===== src/rtl/csma_pkg.sv =====
package csma_pkg;
  typedef enum logic [1:0] {
    ST_IDLE   = 2'd0,
    ST_DRAW   = 2'd1,
    ST_LISTEN = 2'd2,
    ST_GRANT  = 2'd3
  } csma_state_e;

  localparam int WIN_BASE_MS = 85;
  localparam int WIN_STEP_MS = 5;
  localparam logic [2:0] CODE_REJECT = 3'd7;

  // window length in ms for a window code 0..6
  function automatic logic [6:0] win_ms(input logic [2:0] code);
    return 7'(WIN_BASE_MS + WIN_STEP_MS * int'(code));
  endfunction
endpackage


===== src/rtl/csma_ms_tick.sv =====
module csma_ms_tick #(
  parameter int CLKS_PER_MS = 50000
) (
  input  logic clk,
  input  logic rst_n,
  input  logic clr,
  output logic tick
);
  localparam int CW = (CLKS_PER_MS > 1) ? $clog2(CLKS_PER_MS) : 1;
  localparam logic [CW-1:0] LAST = CW'(CLKS_PER_MS - 1);

  logic [CW-1:0] cnt_q, cnt_d;

  always_comb begin
    if (clr)               cnt_d = '0;
    else if (cnt_q == LAST) cnt_d = '0;
    else                   cnt_d = cnt_q + CW'(1);
  end

  assign tick = !clr && (cnt_q == LAST);

  always_ff @(posedge clk or negedge rst_n) begin
    if (!rst_n) cnt_q <= '0;
    else        cnt_q <= cnt_d;
  end

  // prescaler never runs past one millisecond
  a_r2_tick_bound: assert property (@(posedge clk) disable iff (!rst_n)
    cnt_q <= LAST);
endmodule


===== src/rtl/csma_band_qual.sv =====
module csma_band_qual #(
  parameter int QUAL_CYC = 200000
) (
  input  logic clk,
  input  logic rst_n,
  input  logic band_raw,
  output logic band_busy
);
  localparam int QW = $clog2(QUAL_CYC + 1);
  localparam logic [QW-1:0] FULL = QW'(QUAL_CYC);

  logic [QW-1:0] cnt_q, cnt_d;
  logic          full;

  assign full = (cnt_q == FULL);

  always_comb begin
    if (!band_raw)  cnt_d = '0;
    else if (full)  cnt_d = cnt_q;
    else            cnt_d = cnt_q + QW'(1);
  end

  assign band_busy = band_raw && full;

  always_ff @(posedge clk or negedge rst_n) begin
    if (!rst_n) cnt_q <= '0;
    else        cnt_q <= cnt_d;
  end

  // the run counter saturates and never overshoots
  a_r3_cnt_sat: assert property (@(posedge clk) disable iff (!rst_n)
    cnt_q <= FULL);
  // a rise of band_busy is preceded by raw detect
  a_r3_rise_needs_raw: assert property (@(posedge clk) disable iff (!rst_n)
    $rose(band_busy) |-> $past(band_raw));
endmodule


===== src/rtl/csma_lfsr.sv =====
module csma_lfsr #(
  parameter int              W    = 8,
  parameter logic [W-1:0]    TAPS = 8'hB8,
  parameter logic [W-1:0]    SEED = 8'h5A
) (
  input  logic       clk,
  input  logic       rst_n,
  output logic [2:0] rnd_o
);
  logic [W-1:0] q, d;

  always_comb begin
    d = q >> 1;
    if (q[0]) d = d ^ TAPS;
  end

  assign rnd_o = q[2:0];

  always_ff @(posedge clk or negedge rst_n) begin
    if (!rst_n) q <= SEED;
    else        q <= d;
  end

  // the generator never locks up in the all-zero state
  a_r1_lfsr_alive: assert property (@(posedge clk) disable iff (!rst_n)
    q != '0);
endmodule


===== src/rtl/csma_access_ctrl.sv =====
module csma_access_ctrl
  import csma_pkg::*;
#(
  parameter int           CLKS_PER_MS = 50000,
  parameter int           QUAL_MS     = 4,
  parameter int           TMO_MIN_MS  = 1100,
  parameter int           TMO_MAX_MS  = 3000,
  parameter int           TW          = $clog2(TMO_MAX_MS + 1),
  parameter int           LFSR_W      = 8,
  parameter logic [7:0]   LFSR_TAPS   = 8'hB8,
  parameter logic [7:0]   LFSR_SEED   = 8'h5A
) (
  input  logic          clk,
  input  logic          rst_n,
  input  logic          tx_req,
  input  logic          band_raw,
  input  logic [TW-1:0] timeout_ms,
  input  logic          irq_clr,
  output logic          tx_grant,
  output logic          busy,
  output logic          timeout_irq,
  output logic          band_busy,
  output logic [1:0]    state_o,
  output logic [2:0]    win_code_o
);
  localparam int QUAL_CYC = QUAL_MS * CLKS_PER_MS;
  localparam logic [TW-1:0] LIM_LO = TW'(TMO_MIN_MS);
  localparam logic [TW-1:0] LIM_HI = TW'(TMO_MAX_MS);

  csma_state_e   state_q, state_d;
  logic [2:0]    code_q, code_d;
  logic [6:0]    lcnt_q, lcnt_d;
  logic [TW-1:0] tcnt_q, tcnt_d;
  logic [TW-1:0] lim_q, lim_d;
  logic          irq_q, irq_d, irq_set;
  logic          l_tick, t_tick;
  logic [2:0]    rnd;
  logic          start;

  function automatic logic [TW-1:0] clamp_lim(input logic [TW-1:0] v);
    if (v < LIM_LO)      return LIM_LO;
    else if (v > LIM_HI) return LIM_HI;
    else                 return v;
  endfunction

  csma_band_qual #(.QUAL_CYC(QUAL_CYC)) qual_i (
    .clk(clk), .rst_n(rst_n), .band_raw(band_raw), .band_busy(band_busy)
  );

  csma_lfsr #(.W(LFSR_W), .TAPS(LFSR_W'(LFSR_TAPS)), .SEED(LFSR_W'(LFSR_SEED))) lfsr_i (
    .clk(clk), .rst_n(rst_n), .rnd_o(rnd)
  );

  // listen prescaler restarts at every window entry
  csma_ms_tick #(.CLKS_PER_MS(CLKS_PER_MS)) listen_tick_i (
    .clk(clk), .rst_n(rst_n), .clr(state_q != ST_LISTEN), .tick(l_tick)
  );

  // deadline prescaler restarts at request acceptance only
  csma_ms_tick #(.CLKS_PER_MS(CLKS_PER_MS)) tmo_tick_i (
    .clk(clk), .rst_n(rst_n), .clr(state_q == ST_IDLE), .tick(t_tick)
  );

  assign start = tx_req && !irq_q;

  always_comb begin
    state_d = state_q;
    code_d  = code_q;
    lcnt_d  = lcnt_q;
    tcnt_d  = tcnt_q;
    lim_d   = lim_q;
    irq_set = 1'b0;
    unique case (state_q)
      ST_IDLE: begin
        lcnt_d = '0;
        tcnt_d = '0;
        if (start) begin
          lim_d   = clamp_lim(timeout_ms);
          state_d = ST_DRAW;
        end
      end
      ST_DRAW, ST_LISTEN: begin
        if (t_tick) tcnt_d = tcnt_q + TW'(1);
        if (!tx_req) begin
          state_d = ST_IDLE;
        end else if (t_tick && (tcnt_q == lim_q - TW'(1))) begin
          state_d = ST_IDLE;
          irq_set = 1'b1;
        end else if (state_q == ST_DRAW) begin
          if (rnd != CODE_REJECT) begin
            code_d  = rnd;
            lcnt_d  = '0;
            state_d = ST_LISTEN;
          end
        end else if (band_busy) begin
          state_d = ST_DRAW;
        end else if (l_tick) begin
          if (lcnt_q == win_ms(code_q) - 7'd1) state_d = ST_GRANT;
          else                                 lcnt_d  = lcnt_q + 7'd1;
        end
      end
      ST_GRANT: begin
        if (!tx_req) state_d = ST_IDLE;
      end
      default: state_d = ST_IDLE;
    endcase
    irq_d = irq_set || (irq_q && !irq_clr);
  end

  always_ff @(posedge clk or negedge rst_n) begin
    if (!rst_n) begin
      state_q <= ST_IDLE;
      code_q  <= '0;
      lcnt_q  <= '0;
      tcnt_q  <= '0;
      lim_q   <= LIM_LO;
      irq_q   <= 1'b0;
    end else begin
      state_q <= state_d;
      code_q  <= code_d;
      lcnt_q  <= lcnt_d;
      tcnt_q  <= tcnt_d;
      lim_q   <= lim_d;
      irq_q   <= irq_d;
    end
  end

  assign tx_grant    = (state_q == ST_GRANT);
  assign busy        = (state_q == ST_DRAW) || (state_q == ST_LISTEN);
  assign timeout_irq = irq_q;
  assign state_o     = state_q;
  assign win_code_o  = code_q;

  // a rejected code never reaches a listen window
  a_r1_code_valid: assert property (@(posedge clk) disable iff (!rst_n)
    (state_q == ST_LISTEN) |-> (code_q != CODE_REJECT));
  // grant follows a cycle in which the band was idle
  a_r2_grant_band_idle: assert property (@(posedge clk) disable iff (!rst_n)
    $rose(tx_grant) |-> $past(!band_busy));
  // busy band in a window sends the controller back to drawing
  a_r4_abort: assert property (@(posedge clk) disable iff (!rst_n)
    (state_q == ST_LISTEN && band_busy && tx_req) |=> (state_q == ST_DRAW || state_q == ST_IDLE));
  // the latched deadline stays inside the clamp range
  a_r5_lim_range: assert property (@(posedge clk) disable iff (!rst_n)
    busy |-> (lim_q >= LIM_LO && lim_q <= LIM_HI));
  // interrupt persists without a clear
  a_r6_irq_sticky: assert property (@(posedge clk) disable iff (!rst_n)
    (timeout_irq && !irq_clr) |=> timeout_irq);
  // pending interrupt keeps the controller parked
  a_r7_irq_blocks: assert property (@(posedge clk) disable iff (!rst_n)
    timeout_irq |-> (!busy && !tx_grant));
endmodule


===== config.mk =====
export PLATFORM = sky130hd
export DESIGN_NAME = csma_access_ctrl
export DESIGN_NICKNAME = d
export VERILOG_FILES = /design/src/rtl/csma_pkg.sv /design/src/rtl/csma_ms_tick.sv /design/src/rtl/csma_band_qual.sv /design/src/rtl/csma_lfsr.sv /design/src/rtl/csma_access_ctrl.sv
export SDC_FILE = /design/constraint.sdc
export NUM_CORES = 1
export LEC_CHECK = 0
export ABC_AREA = 1
export ABC_CLOCK_PERIOD_IN_PS = 4400
export BUFFER_PORTS_ARGS = -buffer_cell sky130_fd_sc_hd__buf_4
export CORE_UTILIZATION = 67
export DETAILED_ROUTE_END_ITERATION = 16
export PLACE_DENSITY = 0.83
export SLEW_MARGIN = 20
export SYNTH_ARGS = -nofsm -noshare
export SYNTH_HDL_FRONTEND = slang
export SYNTH_SLANG_ARGS = --single-unit

===== constraint.sdc =====
create_clock -name clk -period 4.4 [get_ports clk]
set_clock_uncertainty 0.1 [all_clocks]
set_input_delay 1.1 -clock clk [delete_from_list [all_inputs] [get_ports clk]]
set_output_delay 1.1 -clock clk [all_outputs]
set_load 0.005 [all_outputs]

==> results.cfg, run 1 <==
[critical_path]
critical_path.cell_chain = inv_1 > ha_1 > buf_4
critPathBufInv = 2
required_ns = 3.20
cpLargestDelayFamily = adder cells
r2r_slack_ns = 1.64
critical_path.max_stage_delay_ns = 0.59
startpoint_type = flip-flop
rr_endpoint = lcnt_q[3]
slowest_stage = ha_1
rr_worst_depth = 19
r2r_start = win_code_o[1]
arrival_ns = 1.75
path_max_fanout = 12
path_class = reg -> out
cp-end-kind = primary output

[clocking]
clkSlewWorstSetupHoldPaths_ns = 0.10
cts-root-buf = clkbuf_8
cts_hold_buffers = 0
cts_setup_buffers = 0
htree_levels = 3
clockBufferDepth = 2
clock_latency_ns = 0.38
cts_tree = done
cts.sinks = 95
cts_buffers = 9
post_cts_resized = 0

[sta]
fin_crit_ns = 2.953
worstMarginPinSlew_ns = 0.6958
setup_tns_ns = 0
worst_slack_ns = 1.447
clock.fmax_mhz = 338.7
relSlewSlack_pct = 53.62
setup_viol = 0
whs_ns = 0.2663
period_share_pct = 67.11
final-max-slew-violation-count = 0
hold_violations = 0
rsz0062_at_grt = no

[power]
pwr_density_cell_nw_per_um2 = 432.6
ir_drop_mv = 0.3723
leakagePower_nw = 2.762

[yosys]
synthTopCellsByArea = dfrtp_1 40%, nand2_1 9.5%, inv_1 7.3%, nor2_1 6.1%, ha_1 4.4%
synth-seq-cells = 95
synth_area_leader_cell = dfrtp_1
syn_area_um2 = 5446
yosys-top-cells-count = 138 x nand2_1, 106 x inv_1, 89 x nor2_1, 87 x dfrtp_1, 42 x nand3_1
synth_ff_type = dfrtp_1
yosys_warnings = 0
synthMostInstantiatedCell = nand2_1
syn_nets = 735
synthCells = 699
syn_area_per_cell_um2 = 7.792
async_flop_share_pct = 100.0
synth_top_area_share_pct = 39.97
synth_edf_count = 0
synth_cell_type_count = 47
yosysSeqAreaShare_pct = 43.83

[layout]
area_delta_synth_final_pct = 9.166
drive_above_1_share_pct = 11.94
nFillCells = 552
fin_cells = 839
nNetsFinal = 768
diodes = 0

[route]
vias_per_cell = 5.515
wl_per_cell_um = 13.05
drc_errors = 0
drtPass1Iterations = 5
drt-initial-drc-count = 158
drt_wl_total_um = 10950
drtAntennaViolNets = 0
num_vias = 4627

[flow_run]
cap_violations = 0

[min_path]
hold_start = lfsr_i.q[7]
hold_path_end = lfsr_i.q[6]
whs_path_depth = 0
hp-class = reg -> reg

[floorplan]
ios = 26
start_util_pct = 69.76
die_area_um2 = 8493
die_y_um = 92.16
num_rows = 32
chipWidth_um = 92.16
core_area_um2 = 7807

[global_route]
grt_use_total_pct = 27.98
antenna_found_initial = 0
grt_max_degree = 58
grt_pass1_vias = 4441
grt_first_pass_wirelength_um = 19080
grt_overflow = 0

[run_status]
status = finished clean

[placement]
dpl.hpwl_um = 8094
gp_congestion = 0.8699
portBuffers = 25
dp.cells = 823
dp_slack_ns = 1.526
layout make-up:
class,instances,area [µm²],area share [%]
clock buffer,11,151.4,2.546
sequential,95,2387,40.15
tap,102,127.6,2.146
inverter,108,405.4,6.818
multi-input combinational,490,2624,44.13
timing repair buffer,28,210.2,3.535
clock inverter,5,40.04,0.6734
power by group:
group	switching, mW	total [mW]	internal, mW
sequential	0.107	1.09	0.982
clock	0.317	0.558	0.242
combinational	0.589	0.925	0.337
cell families after synthesis:
logic type / share of synthesized area [%]
XOR/XNOR: 3.859
buffers and inverters: 7.995
adder cells (fa/ha/maj): 4.365
multiplexers: 0.1838
AO/OA/AOI/OAI: 11.07
flip-flops: 43.83
AND/OR/NAND/NOR: 28.69
flip-flops by register name, indices dropped and copies added (netlist names):
register / count
lfsr_i.q: 8
qual_i.cnt_q: 18
state_o: 2
tcnt_q: 12
listen_tick_i.cnt_q: 16
timeout_irq: 1
lim_q: 12
win_code_o: 3
tmo_tick_i.cnt_q: 16
lcnt_q: 7
metrics by stage:
stage,instance area [µm²],power [mW],utilization (%)
2_1_floorplan,5446,1.782,-
3_3_place_gp,5754,1.980,73.70
3_5_place_dp,5754,2.024,73.70
4_1_cts,5946,2.579,76.15
5_1_grt,5946,2.775,76.15
6_report,5946,2.572,76.15
routing by layer:
metal,routed length (µm),track usage (%),vias to the layer above,share of wire [%]
li1,-,-,2336,-
met1,5087,36.07,2194,46
met2,5353,47.33,84,49
met3,359,5.058,13,3.3
met4,146,9.896,0,1.3
met5,0,0,-,0
how the worst max path moves through the flow:
stage                        startpoint   endpoint  cells after the start
after CTS                    state_o[0]       busy                      3
after global placement         band_raw  band_busy                      4
after global routing      win_code_o[1]  lcnt_q[3]                     19
after detailed placement       band_raw  band_busy                      4
after floorplan                band_raw  band_busy                      2
final                        state_o[0]       busy                      3
placed cells by master, fill, tap and decap left out, drive strengths merged, types with 13 or more instances in the layout:
master,synthesis,final
nand3,45,45
nand2,144,144
ha,19,19
inv,108,110
dfrtp,87,87
o21ai,43,43
nor2,99,99
nor3,26,26
xor2,13,13
buf,1,28
a21oi,39,39
Power figures use the tool's default switching activity.
==> run 2: changes to the inputs <==
--- a/config.mk
+++ b/config.mk
@@ -6,11 +6,11 @@
 export NUM_CORES = 1
 export LEC_CHECK = 0
 export ABC_AREA = 1
-export ABC_CLOCK_PERIOD_IN_PS = 4400
+export ABC_CLOCK_PERIOD_IN_PS = 3000
 export BUFFER_PORTS_ARGS = -buffer_cell sky130_fd_sc_hd__buf_4
-export CORE_UTILIZATION = 67
+export CORE_UTILIZATION = 62
 export DETAILED_ROUTE_END_ITERATION = 16
-export PLACE_DENSITY = 0.83
+export PLACE_DENSITY = 0.77
 export SLEW_MARGIN = 20
 export SYNTH_ARGS = -nofsm -noshare
 export SYNTH_HDL_FRONTEND = slang
==> constraint.sdc (replaced) <==
create_clock -name clk -period 3 [get_ports clk]
set_clock_uncertainty 0.1 [all_clocks]
set_input_delay 0.75 -clock clk [delete_from_list [all_inputs] [get_ports clk]]
set_output_delay 0.75 -clock clk [all_outputs]
set_load 0.005 [all_outputs]
==> run 2 against run 1 <==
Compared with the run above: first-iteration DRC count increased by 43%; count of clock-buffer cells in the layout fell by 1; sequential power is 46% higher; non-clock buffer count stayed put; total power grew 45%; via count fell by 0.80%; sequential share of layout area is essentially flat; wire length decreased by 0.66%; sequential cell count unchanged; combinational power is 48% higher; highest routed layer unchanged.
==> results.cfg, run 2 (synthesis gave the netlist of run 1 again) <==
[floorplan]
start_util_pct = 65.30
ios = 26
core_area_um2 = 8341
num_rows = 33
die_area_um2 = 9163
die_y_um = 95.73
chipWidth_um = 95.73

[route]
drc_errors = 0
num_vias = 4590
drt-initial-drc-count = 226
drtPass1Iterations = 5
drt_wl_total_um = 10880
wl_per_cell_um = 12.92
vias_per_cell = 5.451
drtAntennaViolNets = 0

[layout]
regMostFlops = qual_i.cnt_q
drive_above_1_share_pct = 11.80
final_area_um2 = 5947
nNetsFinal = 768
area_delta_synth_final_pct = 9.189
final_cell_mix = 138 x nand2_1, 106 x inv_1, 89 x nor2_1
diodes = 0
final_common_cell = nand2_1
fin_cells = 842
top_regs = qual_i.cnt_q x18, listen_tick_i.cnt_q x16, tmo_tick_i.cnt_q x16
largest_reg_flops = 18

[clocking]
cts-root-buf = clkbuf_8
clkSlewWorstSetupHoldPaths_ns = 0.10
clockBufferDepth = 2
cts_hold_buffers = 0
cts.sinks = 95
cts_buffers = 9
cts_tree = done
htree_levels = 3
clock_latency_ns = 0.37
cts_setup_buffers = 0

[critical_path]
path_max_fanout = 5
rr_worst_depth = 19
cpLargestDelayFamily = simple AND/OR/NAND/NOR gates
critical_path.max_stage_delay_ns = 0.43
path_class = reg -> out
rr_endpoint = lcnt_q[2]
critical_path.cell_chain = inv_1 > ha_1 > nand3_1 > inv_1 > nand3_1 > nor2_2 > buf_4
r2r_start = win_code_o[1]
arrival_ns = 1.81
cp-end-kind = primary output
crit_cells = 7
required_ns = 2.15
r2r_slack_ns = 0.41
slowest_stage = dfrtp_1
critPathBufInv = 3
startpoint_type = flip-flop

[power]
ir_drop_mv = 0.5624
switching_share_pct = 39.62
leakagePower_nw = 2.755
power_frac_seq_pct = 42.7
power.switching_mw = 1.477
pwr_density_cell_nw_per_um2 = 626.6
p_clk_share_pct = 20.4
p_total_mw = 3.726
comb_power_share_pct = 36.9
power.internal_mw = 2.250

[global_route]
grt_use_total_pct = 25.97
grt_overflow = 0
grt_max_degree = 64
grt_first_pass_wirelength_um = 18480
grt_pass1_vias = 4281
antenna_found_initial = 0

[placement]
post_dp_cell_area_um2 = 5771
portBuffers = 25
dp.cells = 826
dpl.hpwl_um = 8176
gp_congestion = 0.8600
dp_slack_ns = 0.3139

[min_path]
hp-class = in -> async

[sta]
final-max-slew-violation-count = 0
relSlewSlack_pct = 62.86
rsz0062_at_grt = no
setup_viol = 0
hold_violations = 0
fin_crit_ns = 2.657
period_share_pct = 88.56
worstMarginPinSlew_ns = 0.5551
setup_tns_ns = 0
clock.fmax_mhz = 376.4
worst_slack_ns = 0.3431

[run_status]
status = finished clean

[flow_run]
cap_violations = 0
## run 2: cell count changes in the layout (fill, tap and decap cells not counted)
cell / before / now
clkbuf_8: 11 / 9
buf_12: 0 / 1
buf_4: 28 / 27
clkbuf_1: 0 / 1
clkinv_2: 1 / 2
clkinv_4: 2 / 1
clkinvlp_4: 0 / 1
nand2_2: 6 / 5
nand2_4: 0 / 1
## run 2: how the worst max path moves through the flow
stage / start / endpoint / slack, ns
after floorplan: win_code_o[1] / lcnt_q[5] / 0.58
after global placement: win_code_o[1] / lcnt_q[2] / 0.46
after detailed placement: win_code_o[1] / lcnt_q[3] / 0.31
after CTS: win_code_o[1] / lcnt_q[3] / 0.30
after global routing: win_code_o[1] / lcnt_q[1] / 0.01
final: qual_i.cnt_q[0] / band_busy / 0.34
## run 2: power by group through the flow
stage                     combinational [mW]  clock (mW)  sequential [mW]
after CTS                               1.37       0.793             1.59
final                                   1.37       0.759             1.59
after global placement                  1.32           0             1.61
after detailed placement                1.36           0             1.62
after floorplan                         1.03           0             1.58
after global routing                    1.58       0.839             1.61
## run 2: cell type report
class	count	area, µm²
multi-input cells	490	2629
fillers	650	2394
flip-flops and latches	95	2387
inverters	108	405.4
repair buffers	28	222.7
well taps	105	131.4
clock buffers	10	127.6
clock inverters	6	43.79
## run 2: metrics by stage
step           util, %  hold WS, ns
3_3_place_gp     69.19       0.2379
4_1_cts          71.24       0.1981
2_1_floorplan        -       0.2330
3_5_place_dp     69.19       0.2407
6_report         71.30       0.1998
5_1_grt          71.30       0.2233
## run 2: layer usage
layer / part of all wire, % / global-route usage (%) / vias up
met5: 0 / 0 / -
met3: 4.0 / 5.371 / 12
met4: 1.1 / 7.090 / 0
li1: - / - / 2338
met2: 49 / 45.24 / 79
met1: 46 / 32.85 / 2161
## run 2: repair_timing
item,in CTS,in global routing
endpoints found under the setup margin,0,7
gates resized for setup,0,1
hold endpoints to repair,0,0
## run 2: worst register-to-register path, stage by stage (launching register included)
cell and delay, ns:
dfrtp_1 0.43, inv_1 0.08, ha_1 0.28, inv_1 0.04, ha_1 0.22, ha_1 0.18
inv_1 0.08, o21ai_0 0.10, o21ai_0 0.08, nand2_1 0.07, nand2_1 0.06, inv_1 0.04
nand2_1 0.08, inv_1 0.05, o21ai_0 0.15, nand3_1 0.09, nand2_1 0.11, nand2_4 0.13
nand2_1 0.09, o21ai_1 0.06
